===== src/rtl/rpgPkg.sv =====
package rpgPkg;

  typedef enum logic {
    ST_IDLE = 1'b0,
    ST_RUN  = 1'b1
  } rpgState_t;

  typedef struct packed {
    logic load;
    logic step;
  } rpgStrobes_t;

endpackage


===== src/rtl/rpgBlockSizer.sv =====
module rpgBlockSizer #(
  parameter int WORD_W = 11
) (
  input  logic [WORD_W:0]   curVal,
  input  logic [WORD_W-1:0] upperVal,
  output logic [WORD_W-1:0] spanMask
);

  logic [WORD_W:0] fitVec;

  // One candidate per block size: aligned at curVal and ending at or below upperVal.
  for (genvar k = 0; k <= WORD_W; k++) begin : g_cand
    localparam logic [WORD_W:0] LOWK = (WORD_W+1)'((64'd1 << k) - 64'd1);
    assign fitVec[k] = ((curVal & LOWK) == '0) &&
                       ((curVal + LOWK) <= {1'b0, upperVal});
  end

  // Both conditions shrink as k grows, so the candidates form a run from k=0.
  always_comb begin
    spanMask = '0;
    for (int i = 0; i <= WORD_W; i++) begin
      if (fitVec[i]) spanMask = WORD_W'((64'd1 << i) - 64'd1);
    end
  end

endmodule


===== src/rtl/rpgDatapath.sv =====
module rpgDatapath
  import rpgPkg::*;
#(
  parameter int WORD_W = 11
) (
  input  logic              clk,
  input  logic              rstN,
  input  rpgStrobes_t       strobes,
  input  logic [WORD_W-1:0] lowerIn,
  input  logic [WORD_W-1:0] upperIn,
  output logic [WORD_W-1:0] wordValue,
  output logic [WORD_W-1:0] wordMask,
  output logic              emptyRange,
  output logic              lastWord
);

  localparam int EXT_W = WORD_W + 1;

  logic [EXT_W-1:0]  curQ;
  logic [WORD_W-1:0] upQ;
  logic [WORD_W-1:0] spanMask;
  logic [EXT_W-1:0]  blockTop;

  rpgBlockSizer #(.WORD_W(WORD_W)) u_sizer (
    .curVal   (curQ),
    .upperVal (upQ),
    .spanMask (spanMask)
  );

  always_ff @(posedge clk or negedge rstN) begin
    if (!rstN) begin
      curQ <= '0;
      upQ  <= '0;
    end else if (strobes.load) begin
      curQ <= {1'b0, lowerIn};
      upQ  <= upperIn;
    end else if (strobes.step) begin
      curQ <= blockTop + EXT_W'(1);
    end
  end

  assign blockTop   = curQ + {1'b0, spanMask};
  assign emptyRange = curQ > {1'b0, upQ};
  assign lastWord   = blockTop == {1'b0, upQ};
  assign wordValue  = curQ[WORD_W-1:0];
  assign wordMask   = spanMask;


  aligned_word_chk: assert property (@(posedge clk) disable iff (!rstN)
    strobes.step |-> ((curQ[WORD_W-1:0] & spanMask) == '0) && ((spanMask & (spanMask + WORD_W'(1))) == '0));


  block_fits_chk: assert property (@(posedge clk) disable iff (!rstN)
    strobes.step |-> (blockTop <= {1'b0, upQ}));


  bound_hold_chk: assert property (@(posedge clk) disable iff (!rstN)
    strobes.step |=> $stable(upQ));

endmodule


===== src/rtl/rpgControl.sv =====
module rpgControl
  import rpgPkg::*;
#(
  parameter int WORD_W = 11
) (
  input  logic        clk,
  input  logic        rstN,
  input  logic        startIn,
  input  logic        emptyRange,
  input  logic        lastWord,
  output rpgStrobes_t strobes,
  output logic        busyOut,
  output logic        wordValid,
  output logic        doneOut
);

  localparam int MAX_WORDS = (WORD_W > 1) ? (2 * WORD_W - 2) : 1;
  localparam int CNT_W     = $clog2(MAX_WORDS + 2);

  rpgState_t  stateQ, stateD;
  logic [CNT_W-1:0] wordCount;

  always_comb begin
    stateD    = stateQ;
    strobes   = '0;
    wordValid = 1'b0;
    doneOut   = 1'b0;
    unique case (stateQ)
      ST_IDLE: begin
        if (startIn) begin
          strobes.load = 1'b1;
          stateD       = ST_RUN;
        end
      end
      ST_RUN: begin
        if (emptyRange) begin
          doneOut = 1'b1;
          stateD  = ST_IDLE;
        end else begin
          wordValid    = 1'b1;
          strobes.step = 1'b1;
          if (lastWord) begin
            doneOut = 1'b1;
            stateD  = ST_IDLE;
          end
        end
      end
    endcase
  end

  always_ff @(posedge clk or negedge rstN) begin
    if (!rstN) stateQ <= ST_IDLE;
    else       stateQ <= stateD;
  end

  always_ff @(posedge clk or negedge rstN) begin
    if (!rstN)             wordCount <= '0;
    else if (strobes.load) wordCount <= '0;
    else if (strobes.step) wordCount <= wordCount + CNT_W'(1);
  end

  assign busyOut = (stateQ == ST_RUN);


  start_accept_chk: assert property (@(posedge clk) disable iff (!rstN)
    (startIn && !busyOut) |=> busyOut);


  done_idle_chk: assert property (@(posedge clk) disable iff (!rstN)
    doneOut |=> !busyOut);


  word_budget_chk: assert property (@(posedge clk) disable iff (!rstN)
    wordValid |-> (wordCount < CNT_W'(MAX_WORDS)));


  busy_start_chk: assert property (@(posedge clk) disable iff (!rstN)
    (busyOut && !doneOut) |=> busyOut);

endmodule


===== src/rtl/rangePrefixGen.sv =====
module rangePrefixGen
  import rpgPkg::*;
#(
  parameter int WORD_W = 11
) (
  input  logic              clk,
  input  logic              rstN,
  input  logic              startIn,
  input  logic [WORD_W-1:0] lowerIn,
  input  logic [WORD_W-1:0] upperIn,
  output logic              busyOut,
  output logic              wordValid,
  output logic [WORD_W-1:0] wordValue,
  output logic [WORD_W-1:0] wordMask,
  output logic              doneOut
);

  rpgStrobes_t strobes;
  logic        emptyRange;
  logic        lastWord;

  rpgControl #(.WORD_W(WORD_W)) u_ctl (
    .clk        (clk),
    .rstN       (rstN),
    .startIn    (startIn),
    .emptyRange (emptyRange),
    .lastWord   (lastWord),
    .strobes    (strobes),
    .busyOut    (busyOut),
    .wordValid  (wordValid),
    .doneOut    (doneOut)
  );

  rpgDatapath #(.WORD_W(WORD_W)) u_dp (
    .clk        (clk),
    .rstN       (rstN),
    .strobes    (strobes),
    .lowerIn    (lowerIn),
    .upperIn    (upperIn),
    .wordValue  (wordValue),
    .wordMask   (wordMask),
    .emptyRange (emptyRange),
    .lastWord   (lastWord)
  );


  chain_chk: assert property (@(posedge clk) disable iff (!rstN)
    (wordValid && $past(wordValid)) |->
      ({1'b0, wordValue} == $past({1'b0, wordValue} + {1'b0, wordMask}) + (WORD_W+1)'(1)));


  valid_busy_chk: assert property (@(posedge clk) disable iff (!rstN)
    (wordValid || doneOut) |-> busyOut);

endmodule


===== config.mk =====
export PLATFORM = sky130hd
export DESIGN_NAME = rangePrefixGen
export DESIGN_NICKNAME = d
export VERILOG_FILES = /design/src/rtl/rpgPkg.sv /design/src/rtl/rpgBlockSizer.sv /design/src/rtl/rpgDatapath.sv /design/src/rtl/rpgControl.sv /design/src/rtl/rangePrefixGen.sv
export SDC_FILE = /design/constraint.sdc
export NUM_CORES = 1
export LEC_CHECK = 0
export BUFFER_PORTS_ARGS = -buffer_cell sky130_fd_sc_hd__buf_2
export CAP_MARGIN = 20
export CORE_MARGIN = 2
export CORE_UTILIZATION = 60
export DETAILED_ROUTE_END_ITERATION = 16
export PLACE_DENSITY = 0.81
export REMOVE_ABC_BUFFERS = 1
export SYNTH_ARGS = -nofsm -noshare
export SYNTH_HDL_FRONTEND = slang
export SYNTH_SLANG_ARGS = --single-unit

===== constraint.sdc =====
create_clock -name clk -period 13.34 [get_ports clk]
set_input_delay 1.334 -clock clk [delete_from_list [all_inputs] [get_ports clk]]
set_output_delay 1.334 -clock clk [all_outputs]
set_load 0.005 [all_outputs]

After elaboration in Yosys (flattened, before gate mapping)
Index checks and enable logic that the tools add are counted.
W data, S select, Z words.
Word-level totals
  logic and storage cells: 76
  input port bits: 25
  memories: 0
  register bits: 24
  output and inout bits: 25
  latch bits: 0
  memory bits (writable): 0
  bits in read-only memories: 0
Cells by class
  div/mod/pow operators: 0
  $mul: 0
  equality and inequality tests: 1
  muxes and demuxes: 23
  shifts and indexed selects: 0
  bitwise logic cells: 1
  add/subtract/negate cells: 13
  magnitude comparators: 12
  reduce and logical (&&, ||, !) cells: 23
Operator list (count)
  $le A12 B11 Y1: 11
  $logic_not A12 Y1: 11
  $mux W11: 10
  $add A12 B1 Y12 const B: 2
  $mux W12: 2
  $add A12 B10 Y12 const B: 1
  $add A12 B11 Y12: 1
  $add A12 B11 Y12 const B: 1
  $add A12 B2 Y12 const B: 1
  $add A12 B3 Y12 const B: 1
  $add A12 B4 Y12 const B: 1
  $add A12 B5 Y12 const B: 1
  $add A12 B6 Y12 const B: 1
  $add A12 B7 Y12 const B: 1
  $add A12 B8 Y12 const B: 1
  $add A12 B9 Y12 const B: 1
  $eq A12 B11 Y1: 1
  $gt A12 B11 Y1: 1
  $logic_and A1 B1 Y1: 11
  $mux W1: 10
  $pmux W1 S2: 1
  $reduce_bool A2 Y1: 1
  $not A1 Y1: 1

Depth between registers and ports, before layout
  word-level depth: 19
  gate-level depth with buffers: 29
  gate-level depth less buffers: 28

By module
Synthesis repeated with hierarchy kept, for this count alone.
Second synthesis, totals
  cells, all modules: 705
  area total of the unflattened synthesis: 5509.0 sq um
Modules (own cells, without submodules)
  rpgBlockSizer: area an instance 3106.7 sq um, times used 1, cells each 422
  rpgDatapath: area an instance 2337.2 sq um, times used 1, cells each 276
  rpgControl: area an instance 65.1 sq um, times used 1, cells each 7

Least setup slack after synthesis
Ideal clock, no wire load.
  path kind: register to output
  start: register u_dp.curQ[1]
  end: output port doneOut
  setup slack: 6.356 ns
  cell stages (with the launch flop): 27
  data required time: 12.006 ns
  data arrival time: 5.650 ns
  buffers on the path: 1
  cell sequence: dfrtp_1 > or4_1 > buf_2 > or3_1 > and2_1 > inv_1 > ha_1 > and3_1 > nand3_1 > o211a_1 > o31ai_1 > o211ai_1 > o211ai_2 > or4_4 > inv_2 > nand2_1 > ha_1 > inv_1 > fa_1 > nor2b_1 > o21a_1 > o21a_1 > and4_1 > nor3_1 > xnor2_1 > nand4_1 > a21boi_0
Between the ends
  elaborated cells on any way between the ends: 60
RTL lines
  start: declaration: line rpgDatapath.sv:19  | logic [EXT_W-1:0] curQ;
  start signal: assignment: line rpgDatapath.sv:35  | curQ <= {1'b0, lowerIn};
  start signal: assignment: line rpgDatapath.sv:38  | curQ <= blockTop + EXT_W'(1);
  $add A12 B3 Y12: line rpgBlockSizer.sv:15  | ((curVal + LOWK) <= {1'b0, upperVal});
  $le A12 B11 Y1: line rpgBlockSizer.sv:15
  $logic_and A1 B1 Y1: line rpgBlockSizer.sv:14  | assign fitVec[k] = ((curVal & LOWK) == '0) &&
  $mux W11 (8 in a row): line rpgBlockSizer.sv:22  | if (fitVec[i]) spanMask = WORD_W'((64'd1 << i) - 64'd1);
  $mux W11 (*): line rpgBlockSizer.sv:22
  net wordMask[8]: line rangePrefixGen.sv:14  | output logic [WORD_W-1:0] wordMask,
  $add A12 B11 Y12 (*): line rpgDatapath.sv:42  | assign blockTop = curQ + {1'b0, spanMask};
  $eq A12 B11 Y1 (*): line rpgDatapath.sv:44  | assign lastWord = blockTop == {1'b0, upQ};
  $mux W1 (*): line rpgControl.sv:42  | if (lastWord) begin
  $mux W1 (*): line rpgControl.sv:36  | if (emptyRange) begin
  $mux W1 (*): line rpgControl.sv:28  | unique case (stateQ)
  end: declaration: line rangePrefixGen.sv:15  | output logic doneOut
Mark *: on every way through the listed nets, which the timed path passes. The rest lies on a longest branch.

Worst setup path in the final report
  start: register u_dp.curQ[2]
  end: output port doneOut
Between the ends
  cells in the longest elaborated chain, start to end: 19
  elaborated cells on any way between the ends: 59
RTL lines (line)
  $add A12 B1 Y12: rpgBlockSizer.sv:15
  $le A12 B11 Y1: rpgBlockSizer.sv:15
  $logic_and A1 B1 Y1: rpgBlockSizer.sv:14
  $mux W1: rpgBlockSizer.sv:22
  $mux W11 (10 in a row): rpgBlockSizer.sv:22
  $add A12 B11 Y12: rpgDatapath.sv:42
  $eq A12 B11 Y1: rpgDatapath.sv:44
  $mux W1: rpgControl.sv:42
  $mux W1 (*): rpgControl.sv:36
  $mux W1 (*): rpgControl.sv:28
Mark *: on every way between the ends. The rest lies on a longest branch, timed or not.

==> results.ini <==
[routing]
drt_iter0_drc=482
routedWlPerCell_um=19.5
via_per_inst=6.62
final_antenna_net_count=0
drc=0
firstDrtPassIters=5
wirelength_mm=16.0
vias=5454

[synthesis]
synth.area.top_cells=ha_1, dfrtp_1, xnor2_1
synthDistinctLibCells=64
syn_area_mm2=0.00523
syn-mean-instance-area_um2=7.53
ys_seq_elements=24
yosysWarnings=0
ys.flop_type=dfrtp_1
yosysMostFrequentCell=ha_1
synth.largest_area_cell=ha_1
netlist_instances=694
async_flop_share=1.00
synth_edf_count=0
synth_common_cells=ha_1, nand2_1, xnor2_1, nor2_1, o21ai_0
ys_seq_area_frac=0.115
synth_top_cell_area_share=0.220

[sta]
finalSetupTns_ns=0
worst_pin_slew_ns=0.785
fmax_ghz=0.123
hold_viol=0
rsz0062_at_grt=no
fin_skew_ns=0.00456
holdWs_ns=0.629
relSlewSlack=0.470
period_needed_ns=8.15
finalMaxSlewViolations=0
fin_crit_sh=0.611
setup_violations=0

[run_status]
status=complete, no violations

[floorplan]
core_area_mm2=0.00859
num_rows=34
dieArea_mm2=0.00948
start_util=0.608
die_w_um=97.3
ios=50
die_y_um=97.3

[critical_path]
critPathMaxStageDelay_ns=0.62
r2r-start=u_dp.curQ[2]$_DFFE_PN0P_
worst_setup_path_start_kind=register
critPathTopFamily=simple AND/OR/NAND/NOR gates
endpoint_kind=output port
regToRegSetupSlack_ns=6.54
cp_max_fo=18
critPathLaunch=u_dp.curQ[2]$_DFFE_PN0P_
slowest_stage=nor4_1
crit_required_ns=12.01
worstPathBufferInverterCount=3
arrival_ns=6.81
critPathKind=reg2out

[placed_design]
place_inst=819
numPortBuffers=49
dpl.hpwl_mm=12.1
routabilityCongestion=0.994

[clock_tree]
hold_buffers=0
cts_resized=0
htreeDepth=1
cts_buffers=3
cts-root-buf=clkbuf_8
clk_pin_slew_worst_paths_ns=0.09
clkLatencyLatePin_ns=0.27
cts_buffer_depth=2
clock-sinks=24
tritoncts=built
cts_setup_buffers=0

[grt]
antenna_found_initial=0
grt_pass1_vias=5438
grt_pass1_wl_mm=26.3
gr-total-overflow=0
grt_max_degree=32
grt_use_total=0.338

[worst_hold_path]
hold_class=reg2reg
hold_start=u_dp.upQ[0]$_DFFE_PN0P_

[cells_and_area]
seq_area_um2=601
diodes=0
fill_cells=754
nets=835
multiInputGateArea_mm2=0.00429
utilization=0.645
syn2layout_area_growth_pct=6.03
stdcell_count=824
layout-drive-gt1-share=0.106

[job]
cap_violations=0

## final timing paths
check | endpoint | cells after the start
worst max-delay path | doneOut | 26
worst min-delay path | u_dp.upQ[0]$_DFFE_PN0P_ | 2
worst max register to register | u_dp.curQ[11]$_DFFE_PN0P_ | 25
worst min register to register | u_dp.upQ[0]$_DFFE_PN0P_ | 2
max in group asynchronous | u_dp.upQ[9]$_DFFE_PN0P_ | 1
min in group asynchronous | u_dp.curQ[8]$_DFFE_PN0P_ | 1
## worst register-to-register path: cells and delay by family (launching register included)
kind | cells | cell delay [ns]
AND/OR/NAND/NOR | 10 | 2.85
AO/OA/AOI/OAI | 8 | 2.01
adder cells (fa/ha/maj) | 3 | 0.78
flip-flops | 1 | 0.60
XOR/XNOR | 2 | 0.31
buffers and inverters | 2 | 0.15
## placed cells by master, fill, tap and decap left out, types with 5 or more instances in the layout
master,instances
a211o_1,6
a211oi_1,6
a21o_1,14
a21oi_1,27
a22oi_1,5
a31oi_1,10
and2_1,5
and3_1,5
buf_2,49
buf_4,8
dfrtp_1,24
ha_1,92
inv_1,38
nand2_1,61
nand2b_1,9
nand3_1,25
nand4_1,23
nor2_1,54
nor2b_1,8
nor3_1,13
nor4_1,12
o211ai_1,8
o21a_1,7
o21ai_0,39
o22ai_1,6
o311ai_0,5
or2_2,8
xnor2_1,57
xor2_1,31
## metal layers
layer	part of all wire	track usage	vias up
li1	-	-	2573
met1	0.41	0.437	2518
met2	0.45	0.566	296
met3	0.088	0.0424	67
met4	0.050	0.149	0
met5	0	0	-
## per-stage QoR
step	cell area [um2]	setup slack [ns]
after floorplan	5030	6.30
after global placement	5480	5.86
after detailed placement	5480	5.65
after CTS	5530	5.32
after global routing	5540	4.72
final	5540	5.19
## state kept, by name (all words and copies together), names as in the netlist
name and count:
u_dp.upQ 11, u_ctl.busyOut 1, u_dp.curQ 12
## layout make-up
cell class                 count  share of cell area
multi-input combinational    591               0.774
sequential                    24               0.108
timing repair buffer          58              0.0571
inverter                      39              0.0264
tap                          108              0.0244
clock buffer                   4             0.00993
## kinds of logic after synthesis
group                    count (synthesis)  synth area share
AND/OR/NAND/NOR                        247             0.240
AO/OA/AOI/OAI                          161             0.205
adder cells (fa/ha/maj)                 93             0.224
XOR/XNOR                                88             0.147
buffers and inverters                   79            0.0651
flip-flops                              24             0.115
multiplexers                             2           0.00383
Power is left out: the tool's default activity adds up to more than one toggle a clock period on the data nets, which glitch-free logic cannot reach.
